### config.mk
export PLATFORM = sky130hd
export DESIGN_NAME = lsu_lane_align
export DESIGN_NICKNAME = d
export VERILOG_FILES = /design/src/rtl/lsu_pkg.sv /design/src/rtl/lsu_addr_gen.sv /design/src/rtl/lsu_store_steer.sv /design/src/rtl/lsu_load_fmt.sv /design/src/rtl/lsu_fmt_fifo.sv /design/src/rtl/lsu_lane_align.sv
export SDC_FILE = /design/constraint.sdc
export NUM_CORES = 1
export LEC_CHECK = 0
export ABC_AREA = 0
export CORE_ASPECT_RATIO = 0.7
export CORE_UTILIZATION = 40
export DETAILED_ROUTE_END_ITERATION = 16
export GPL_ROUTABILITY_DRIVEN = 0
export PLACE_DENSITY = 0.71
export SYNTH_ARGS = -nofsm -noshare
export SYNTH_HDL_FRONTEND = slang
export SYNTH_SLANG_ARGS = --single-unit
export TNS_END_PERCENT = 100
### constraint.sdc
create_clock -name clk -period 5.42 [get_ports clk]
set_input_delay 1.084 -clock clk [delete_from_list [all_inputs] [get_ports clk]]
set_output_delay 1.084 -clock clk [all_outputs]
set_load 0.01 [all_outputs]
### src/rtl/lsu_pkg.sv
package lsu_pkg;
  typedef enum logic [1:0] {
    SZ_BYTE = 2'b00,
    SZ_HALF = 2'b01,
    SZ_WORD = 2'b10,
    SZ_WIDE = 2'b11
  } size_e;

  typedef struct packed {
    logic [1:0] lane;
    size_e      size;
    logic       zext;
  } ld_fmt_t;
endpackage

### src/rtl/lsu_addr_gen.sv
module lsu_addr_gen
  import lsu_pkg::*;
#(
  parameter int XLEN = 32,
  parameter int OFFW = 16
) (
  input  logic [XLEN-1:0] base,
  input  logic [OFFW-1:0] offset,
  input  size_e           size,
  output logic [XLEN-1:0] ea,
  output logic            misalign
);
  localparam int EXTW = XLEN - OFFW;

  always_comb begin
    ea = base + {{EXTW{offset[OFFW-1]}}, offset};
    unique case (size)
      SZ_BYTE: misalign = 1'b0;
      SZ_HALF: misalign = ea[0];
      default: misalign = |ea[1:0];
    endcase
  end
endmodule

### src/rtl/lsu_store_steer.sv
module lsu_store_steer
  import lsu_pkg::*;
#(
  parameter int XLEN = 32
) (
  input  logic [1:0]        lane,
  input  size_e             size,
  input  logic [XLEN-1:0]   src,
  output logic [XLEN/8-1:0] be,
  output logic [XLEN-1:0]   wdata
);
  localparam int LANES = XLEN / 8;

  for (genvar i = 0; i < LANES; i++) begin : g_lane
    always_comb begin
      unique case (size)
        SZ_BYTE: begin
          be[i]          = (lane == 2'(i));
          wdata[8*i +: 8] = src[7:0];
        end
        SZ_HALF: begin
          be[i]          = (lane[1] == i[1]);
          wdata[8*i +: 8] = src[8*(i%2) +: 8];
        end
        default: begin
          be[i]          = 1'b1;
          wdata[8*i +: 8] = src[8*i +: 8];
        end
      endcase
    end
  end
endmodule

### src/rtl/lsu_load_fmt.sv
module lsu_load_fmt
  import lsu_pkg::*;
#(
  parameter int XLEN = 32
) (
  input  ld_fmt_t         fmt,
  input  logic [XLEN-1:0] rdata,
  output logic [XLEN-1:0] result
);
  logic [7:0]  byte_sel;
  logic [15:0] half_sel;

  always_comb begin
    byte_sel = rdata[{fmt.lane, 3'b000} +: 8];
    half_sel = rdata[{fmt.lane[1], 4'b0000} +: 16];
    unique case (fmt.size)
      SZ_BYTE: result = fmt.zext ? {{(XLEN-8){1'b0}}, byte_sel}
                                 : {{(XLEN-8){byte_sel[7]}}, byte_sel};
      SZ_HALF: result = fmt.zext ? {{(XLEN-16){1'b0}}, half_sel}
                                 : {{(XLEN-16){half_sel[15]}}, half_sel};
      default: result = rdata;
    endcase
  end
endmodule

### src/rtl/lsu_fmt_fifo.sv
module lsu_fmt_fifo #(
  parameter int WIDTH = 5,
  parameter int DEPTH = 4
) (
  input  logic             clk,
  input  logic             rst_n,
  input  logic             push,
  input  logic [WIDTH-1:0] din,
  input  logic             pop,
  output logic [WIDTH-1:0] dout,
  output logic             full,
  output logic             empty
);
  localparam int PW = (DEPTH > 1) ? $clog2(DEPTH) : 1;
  localparam int CW = $clog2(DEPTH + 1);

  logic [WIDTH-1:0] store_q [DEPTH];
  logic [PW-1:0]    wr_q, wr_d, rd_q, rd_d;
  logic [CW-1:0]    cnt_q, cnt_d;

  function automatic logic [PW-1:0] wrap_inc(input logic [PW-1:0] p);
    return (p == PW'(DEPTH - 1)) ? '0 : p + 1'b1;
  endfunction

  always_comb begin
    wr_d  = push ? wrap_inc(wr_q) : wr_q;
    rd_d  = pop  ? wrap_inc(rd_q) : rd_q;
    cnt_d = cnt_q + CW'(push) - CW'(pop);
  end

  always_ff @(posedge clk or negedge rst_n) begin
    if (!rst_n) begin
      wr_q  <= '0;
      rd_q  <= '0;
      cnt_q <= '0;
    end else begin
      wr_q  <= wr_d;
      rd_q  <= rd_d;
      cnt_q <= cnt_d;
    end
  end

  always_ff @(posedge clk) begin
    if (push) store_q[wr_q] <= din;
  end

  assign dout  = store_q[rd_q];
  assign full  = (cnt_q == CW'(DEPTH));
  assign empty = (cnt_q == '0);

  p_push_room_r10: assert property (@(posedge clk) disable iff (!rst_n)
    push |-> (!full || pop));
  p_pop_pending_r10: assert property (@(posedge clk) disable iff (!rst_n)
    pop |-> !empty);
endmodule

### src/rtl/lsu_lane_align.sv
module lsu_lane_align
  import lsu_pkg::*;
#(
  parameter int XLEN      = 32,
  parameter int OFFW      = 16,
  parameter int FMT_DEPTH = 4
) (
  input  logic               clk,
  input  logic               rst_n,
  input  logic               req_valid,
  input  logic               req_store,
  input  logic [1:0]         req_size,
  input  logic               req_unsigned,
  input  logic [XLEN-1:0]    req_base,
  input  logic [OFFW-1:0]    req_offset,
  input  logic [XLEN-1:0]    req_wdata,
  output logic               mem_req,
  output logic               mem_write,
  output logic [XLEN-3:0]    mem_addr,
  output logic [XLEN/8-1:0]  mem_be,
  output logic [XLEN-1:0]    mem_wdata,
  input  logic               mem_rvalid,
  input  logic [XLEN-1:0]    mem_rdata,
  output logic               ld_valid,
  output logic [XLEN-1:0]    ld_data,
  output logic               align_err
);
  localparam int LANES = XLEN / 8;
  localparam int LB    = $clog2(LANES);
  localparam int FW    = $bits(ld_fmt_t);

  size_e             size;
  logic [XLEN-1:0]   ea;
  logic              misalign;
  logic [LANES-1:0]  lane_be;
  logic [XLEN-1:0]   lane_wd;
  ld_fmt_t           fmt_in, fmt_out;
  logic [FW-1:0]     fmt_raw;
  logic              fmt_full, fmt_empty;
  logic [XLEN-1:0]   ld_fmt_data;

  logic              issue, reject, push_fmt;
  logic              req_d, write_d, err_d, ldv_d;
  logic [XLEN-3:0]   addr_d;
  logic [LANES-1:0]  be_d;
  logic              req_q, write_q, err_q, ldv_q;
  logic [XLEN-3:0]   addr_q;
  logic [LANES-1:0]  be_q;
  logic [XLEN-1:0]   wdata_q, ldd_q;

  assign size = size_e'(req_size);

  lsu_addr_gen #(.XLEN(XLEN), .OFFW(OFFW)) u_agen (
    .base(req_base), .offset(req_offset), .size(size),
    .ea(ea), .misalign(misalign)
  );

  lsu_store_steer #(.XLEN(XLEN)) u_steer (
    .lane(ea[1:0]), .size(size), .src(req_wdata),
    .be(lane_be), .wdata(lane_wd)
  );

  assign fmt_in = '{lane: ea[1:0], size: size, zext: req_unsigned};

  lsu_fmt_fifo #(.WIDTH(FW), .DEPTH(FMT_DEPTH)) u_fmtq (
    .clk(clk), .rst_n(rst_n),
    .push(push_fmt), .din(fmt_in),
    .pop(mem_rvalid), .dout(fmt_raw),
    .full(fmt_full), .empty(fmt_empty)
  );

  assign fmt_out = ld_fmt_t'(fmt_raw);

  lsu_load_fmt #(.XLEN(XLEN)) u_lfmt (
    .fmt(fmt_out), .rdata(mem_rdata), .result(ld_fmt_data)
  );

  // next-state
  always_comb begin
    issue    = req_valid && !misalign;
    reject   = req_valid && misalign;
    push_fmt = issue && !req_store;
    req_d    = issue;
    write_d  = issue && req_store;
    err_d    = reject;
    addr_d   = ea[XLEN-1:LB];
    be_d     = issue ? lane_be : '0;
    ldv_d    = mem_rvalid;
  end

  // control registers
  always_ff @(posedge clk or negedge rst_n) begin
    if (!rst_n) begin
      req_q   <= 1'b0;
      write_q <= 1'b0;
      err_q   <= 1'b0;
      ldv_q   <= 1'b0;
      be_q    <= '0;
    end else begin
      req_q   <= req_d;
      write_q <= write_d;
      err_q   <= err_d;
      ldv_q   <= ldv_d;
      be_q    <= be_d;
    end
  end

  // data registers, clock-enabled
  always_ff @(posedge clk) begin
    if (req_valid) begin
      addr_q  <= addr_d;
      wdata_q <= lane_wd;
    end
    if (mem_rvalid) begin
      ldd_q <= ld_fmt_data;
    end
  end

  assign mem_req   = req_q;
  assign mem_write = write_q;
  assign mem_addr  = addr_q;
  assign mem_be    = be_q;
  assign mem_wdata = wdata_q;
  assign align_err = err_q;
  assign ld_valid  = ldv_q;
  assign ld_data   = ldd_q;

  p_err_no_access_r9: assert property (@(posedge clk) disable iff (!rst_n)
    align_err |-> (!mem_req && mem_be == '0));
  p_write_lanes_r2: assert property (@(posedge clk) disable iff (!rst_n)
    (mem_req && mem_write) |->
      ($countones(mem_be) == 1 || $countones(mem_be) == 2 ||
       $countones(mem_be) == LANES));
  p_rvalid_to_ld_r10: assert property (@(posedge clk) disable iff (!rst_n)
    mem_rvalid |=> ld_valid);
  p_ld_needs_rvalid_r10: assert property (@(posedge clk) disable iff (!rst_n)
    ld_valid |-> $past(mem_rvalid));
  p_rvalid_has_fmt_r10: assert property (@(posedge clk) disable iff (!rst_n)
    mem_rvalid |-> !fmt_empty);
  p_reject_pushes_none_r9: assert property (@(posedge clk) disable iff (!rst_n)
    reject |=> !mem_req);
endmodule

==> results of run 1 <==
registers in the layout, summed over array words and instances (netlist names):
| register | flops |
|---|---|
| ld_data | 32 |
| mem_wdata | 32 |
| mem_addr | 30 |
| u_fmtq.store_q | 20 |
| mem_be | 4 |
| u_fmtq.rd_q | 2 |
| u_fmtq.wr_q | 2 |
| align_err | 1 |
| ld_valid | 1 |
| mem_req | 1 |
| mem_write | 1 |
layer usage:
layer,global-route usage (%),routed length [um]
met5,0,0
met4,8.85,442
met3,5.21,1160
met2,32.0,8150
met1,27.1,8160
power breakdown:
group	switching, mW	internal (mW)
registers	0.0744	1.30
clock network	0.450	0.683
logic	0.604	0.638
total	1.13	2.62
cell usage after synthesis, types with 6 or more instances:
cell type / instances / area [um2]
a21o_1: 17 / 128
a21oi_1: 33 / 165
a221o_1: 8 / 80.1
and2_1: 8 / 50.1
clkbuf_1: 15 / 56.3
dfrtp_1: 12 / 300
edfxtp_1: 114 / 3420
ha_1: 36 / 450
inv_1: 17 / 63.8
mux2_2: 28 / 315
mux2i_1: 11 / 110
nand2_1: 77 / 289
nand3_1: 11 / 55.1
nor2_1: 23 / 86.3
o21a_1: 6 / 45.0
o21ai_0: 31 / 155
o22a_1: 14 / 123
xnor2_1: 15 / 131
xor2_1: 9 / 78.8
cell type report:
cell class	count	area, um2	share of cell area (%)
well taps	225	282	2.83
multi-input cells	414	3050	30.7
inverters	17	63.8	0.641
clock buffers	17	425	4.27
repair buffers	226	2240	22.5
flip-flops and latches	126	3720	37.4
clock inverters	15	163	1.63
worst min path at each step:
stage	start	to	cells past startpoint
after floorplan	u_fmtq.wr_q[0]$_DFFE_PN0P_	u_fmtq.wr_q[0]$_DFFE_PN0P_	3
after global placement	u_fmtq.wr_q[0]$_DFFE_PN0P_	u_fmtq.wr_q[0]$_DFFE_PN0P_	3
after detailed placement	u_fmtq.wr_q[0]$_DFFE_PN0P_	u_fmtq.wr_q[0]$_DFFE_PN0P_	3
after CTS	u_fmtq.wr_q[0]$_DFFE_PN0P_	u_fmtq.wr_q[0]$_DFFE_PN0P_	3
after global routing	u_fmtq.wr_q[1]$_DFFE_PN0P_	u_fmtq.wr_q[1]$_DFFE_PN0P_	2
final	u_fmtq.wr_q[0]$_DFFE_PN0P_	u_fmtq.wr_q[0]$_DFFE_PN0P_	3
worst min-delay path: stages (launching register included):
cell and delay (ns):
dfrtp_1 0.39, nor2_1 0.07, nand2_1 0.05, o21ai_0 0.07
stage by stage:
step / std cells / instance area, um2
5_1_grt: 1040 / 9960
3_3_place_gp: 1008 / 9370
6_report: 1040 / 9960
4_1_cts: 1040 / 9960
2_1_floorplan: 579 / 6940
3_5_place_dp: 1008 / 9370
kinds of logic after synthesis:
kind of cell / Yosys count / share of synthesized area (%)
buffers and inverters: 39 / 2.34
muxes: 45 / 7.97
xor gates and xnor gates: 24 / 3.03
AOI/OAI and AO/OA: 149 / 15.0
adders and majority gates: 37 / 6.78
and+or+nand+nor: 159 / 11.2
DFF: 126 / 53.7
==> flow_metrics.tcl, run 1 <==
set metrics [dict create \
    async_flop_share_pct 9.52 \
    worst-path-stages 8 \
    final_cell_mix "clkdlybuf4s50_1, edfxtp_1, nand2_1, ha_1, a21oi_1" \
    port_buffers 221 \
    grt_pass1_wl_um 28700 \
    crit_fanout 17 \
    period_share_pct 72.3 \
    ff2ff_path_depth 4 \
    core_um2 16600 \
    r2r_end "ld_data[31]$_DFFE_PP_" \
    required_ns 5.63 \
    layout_setup_ws_ns 1.50 \
    layout-drive-gt1-share_pct 9.57 \
    slew_violations 0 \
    p_leak_nw 3.84 \
    cts-root-buf "clkbuf_16" \
    post_synth_instance_area_um2 6940 \
    ys_seq_elements 126 \
    crit_path_end_kind "register" \
    via_per_inst 5.34 \
    grt_max_degree 66 \
    worst-endpoint-arrival_ns 4.13 \
    slowest_delay_ns 0.78 \
    power_density_nw_per_um2 376 \
    startpoint "req_offset[15]" \
    finClkSkew_ns 0.00854 \
    grt_pass1_vias 5539 \
    grt_antenna_before_repair 0 \
    die_area_um2 17900 \
    final_common_cell "clkdlybuf4s50_1" \
    start_util_pct 41.7 \
    status "finished clean" \
    max_cap_violations 0 \
    tightest_slew_ns 0.855 \
    worstSetupPathType "in2reg" \
    endpoint "mem_addr[29]$_DFFE_PP_" \
    crit-reg2reg-launch "u_fmtq.rd_q[0]$_DFFE_PN0P_" \
    numCtsBuffers 17 \
    total_power_mw 3.75 \
    drt-initial-drc-count 342 \
    cp_num_buf_inv 1 \
    syn-num-nets 736 \
    nets 959 \
    grt_usage_pct 20.5 \
    final_hold_viol_count 0 \
    netlist_instances 579 \
    cp_top_family "compound AO/OA/AOI/OAI gates" \
    overflow 0 \
    synth.distinct_cells 64 \
    postCtsHoldBufs 0 \
    die_h_um 112 \
    cts_setup_buffers 0 \
    startpoint_type "input pin" \
    area_growth_pct 43.4 \
    die_w_um 159 \
    postLayoutCoreUtil_pct 59.8 \
    yosysWarnings 0 \
    rows 39 \
    synth-seq-area-share_pct 53.7 \
    drtPass1Iterations 5 \
    ant_nets 0 \
    clk_latency_ns 0.42 \
    io_pins 222 \
    synth_edf_count 114 \
    path_cells "clkdlybuf4s50_1 -> ha_1 -> a21o_1 -> a21oi_1 -> o21ai_0 -> a221o_1 -> or4b_1 -> o311ai_0" \
    hpwl_um 13100 \
    period_needed_ns 3.92 \
    hold_class "reg2reg" \
    drc 0 \
    cts_htree_levels 4 \
    ff2ff_setup_slack_ns 2.70 \
    rsz0062_at_grt "no" \
    slowest_stage "clkdlybuf4s50_1" \
    peakVddDrop_mv 0.229 \
    slew-limit-headroom_pct 43.0 \
    cts_tree "built" \
    max_freq_mhz 255 \
    route.vias.total 5556 \
    clk_path_buf_depth 2 \
    antenna-diode-count 0 \
    synth.avg_cell_area_um2 12.0 \
    dp_slack_ns 1.16 \
    synth_flop_cell "edfxtp_1" \
    setup-tns-final_ns 0 \
    clkTransAtPathRegs_ns 0.06 \
    cts.sinks 126 \
    wl_um 17900 \
    wl_per_cell_um 17.2 \
    post_cts_resized 0 \
    fin_hold_ws_ns 0.631 \
    fill_cells 1338 \
    setup_violations 0 \
]
No activity file was read; power rests on OpenSTA's default activity.
==> inputs of run 2 (changes only) <==
- PLACE_DENSITY: 0.71 -> 0.73
- clock period: 5.42 -> 3.6 ns (I/O delays scaled with it)
==> run 2 against run 1 <==
Against the previous run: worst setup slack got worse by 1.1 ns; hold slack improved by 0.0089 ns; cell area rose by 0.63%.
==> flow_metrics.tcl, run 2 (synthesized netlist as in run 1, its figures left out) <==
set metrics [dict create \
    status "finished clean" \
    path_cells "clkdlybuf4s50_1 -> buf_12 -> ha_1 -> and4_1 -> nor2b_1 -> nand3_1 -> a221oi_1 -> nor2_1 -> o311ai_0" \
    rows 39 \
    layout-drive-gt1-share_pct 10.5 \
    period_needed_ns 3.24 \
    crit-reg2reg-launch "u_fmtq.rd_q[0]$_DFFE_PN0P_" \
    cts_htree_levels 4 \
    grt_antenna_before_repair 0 \
    route.vias.total 5654 \
    wl_um 17900 \
    p_sw_mw 1.67 \
    hold_class "reg2reg" \
    ant_nets 0 \
    worst-endpoint-arrival_ns 3.45 \
    overflow 0 \
    slew-limit-headroom_pct 42.8 \
    fill_cells 1317 \
    grt_max_degree 68 \
    core_um2 16600 \
    io_pins 222 \
    rsz0062_at_grt "no" \
    grt_pass1_wl_um 28600 \
    crit_path_end_kind "register" \
    port_buffers 221 \
    p_int_mw 3.88 \
    clkTransAtPathRegs_ns 0.06 \
    grt_pass1_vias 5669 \
    pwr-share-comb_pct 34.1 \
    die_area_um2 17900 \
    final_hold_viol_count 0 \
    setup-tns-final_ns 0 \
    hpwl_um 13300 \
    startpoint_type "input pin" \
    start_util_pct 41.7 \
    worstSetupPathType "in2reg" \
    postLayoutCoreUtil_pct 60.2 \
    cts-root-buf "clkbuf_16" \
    slew_violations 0 \
    die_w_um 159 \
    crit_fanout 17 \
    wl_per_cell_um 17.0 \
    tightest_slew_ns 0.859 \
    via_per_inst 5.37 \
    clkPwrFrac_pct 28.6 \
    final_area_um2 10000 \
    period_share_pct 90.1 \
    power_density_nw_per_um2 554 \
    clk_path_buf_depth 2 \
    cts_tree "built" \
    min-delay-start "u_fmtq.wr_q[0]$_DFFE_PN0P_" \
    slowest_delay_ns 0.55 \
    drtPass1Iterations 5 \
    required_ns 3.81 \
    finClkSkew_ns 0.00972 \
    antenna-diode-count 0 \
    clk_latency_ns 0.41 \
    postCtsHoldBufs 0 \
    max_freq_mhz 308 \
    final_cell_mix "clkdlybuf4s50_1, edfxtp_1, nand2_1, ha_1, a21oi_1" \
    max_cap_violations 0 \
    total_power_mw 5.55 \
    cts.sinks 126 \
    p_leak_nw 3.89 \
    final_common_cell "clkdlybuf4s50_1" \
    drc 0 \
    post_cts_resized 0 \
    p_seq_share_pct 37.4 \
    numCtsBuffers 17 \
    switching_share_pct 30.1 \
    drt-initial-drc-count 358 \
    setup_violations 0 \
    startpoint "req_offset[15]" \
    fin_hold_ws_ns 0.640 \
    cts_setup_buffers 0 \
    postPlaceCellArea_um2 9470 \
    peakVddDrop_mv 0.279 \
    nets 971 \
    die_h_um 112 \
    area_growth_pct 44.3 \
    slowest_stage "a221oi_1" \
    grt_usage_pct 20.5 \
]
-- run 2: path summary, 6_finish.rpt --
| path | endpoint | slack (ns) | cells after the start |
|---|---|---|---|
| hold / removal | u_fmtq.wr_q[0]$_DFFE_PN0P_ | 0.64 | 3 |
| max in group asynchronous | mem_write$_DFF_PN0_ | 2.50 | 1 |
| setup reg to reg | ld_data[20]$_DFFE_PP_ | 0.92 | 4 |
| setup / recovery | mem_addr[29]$_DFFE_PP_ | 0.36 | 9 |
| hold reg to reg | u_fmtq.wr_q[0]$_DFFE_PN0P_ | 0.64 | 3 |
| min in group asynchronous | u_fmtq.wr_q[1]$_DFFE_PN0P_ | 0.70 | 1 |
-- run 2: power by group through the flow --
stage	clock [mW]	combinational, mW	sequential [mW]
floorplan	0	0.955	2.19
global placement	0	1.84	2.09
detailed placement	0	1.88	2.11
CTS	1.62	1.89	2.08
global route	1.68	2.04	2.10
finish	1.58	1.89	2.07
-- run 2: final cells by class --
cell class / count / area, um2 / share of cell area (%)
inverter: 17 / 63.8 / 0.637
sequential: 126 / 3720 / 37.2
clock inverter: 15 / 123 / 1.22
timing repair buffer: 238 / 2350 / 23.4
multi-input combinational: 414 / 3050 / 30.5
clock buffer: 17 / 425 / 4.25
tap: 225 / 282 / 2.81
-- run 2: metrics by stage --
stage	std cells	worst slack, ns
after detailed placement	1020	0.0156
after global routing	1052	0.222
after CTS	1052	0.451
after floorplan	579	0.741
final	1052	0.357
after global placement	1020	0.0420
-- run 2: worst max-delay path: cells and delay by family --
kind | cells | cell delay [ns]
AOI/OAI and AO/OA | 2 | 0.89
and+or+nand+nor | 4 | 0.82
buffers and inverters | 2 | 0.61
adders and majority gates | 1 | 0.41
-- run 2: metal layers --
layer  track usage, %  wire length (um)  share of wire (%)
met5                0                 0                  0
met4             8.33               291                1.6
met3             4.66              1220                6.8
met2             34.2              8600                 48
met1             26.0              7770                 43
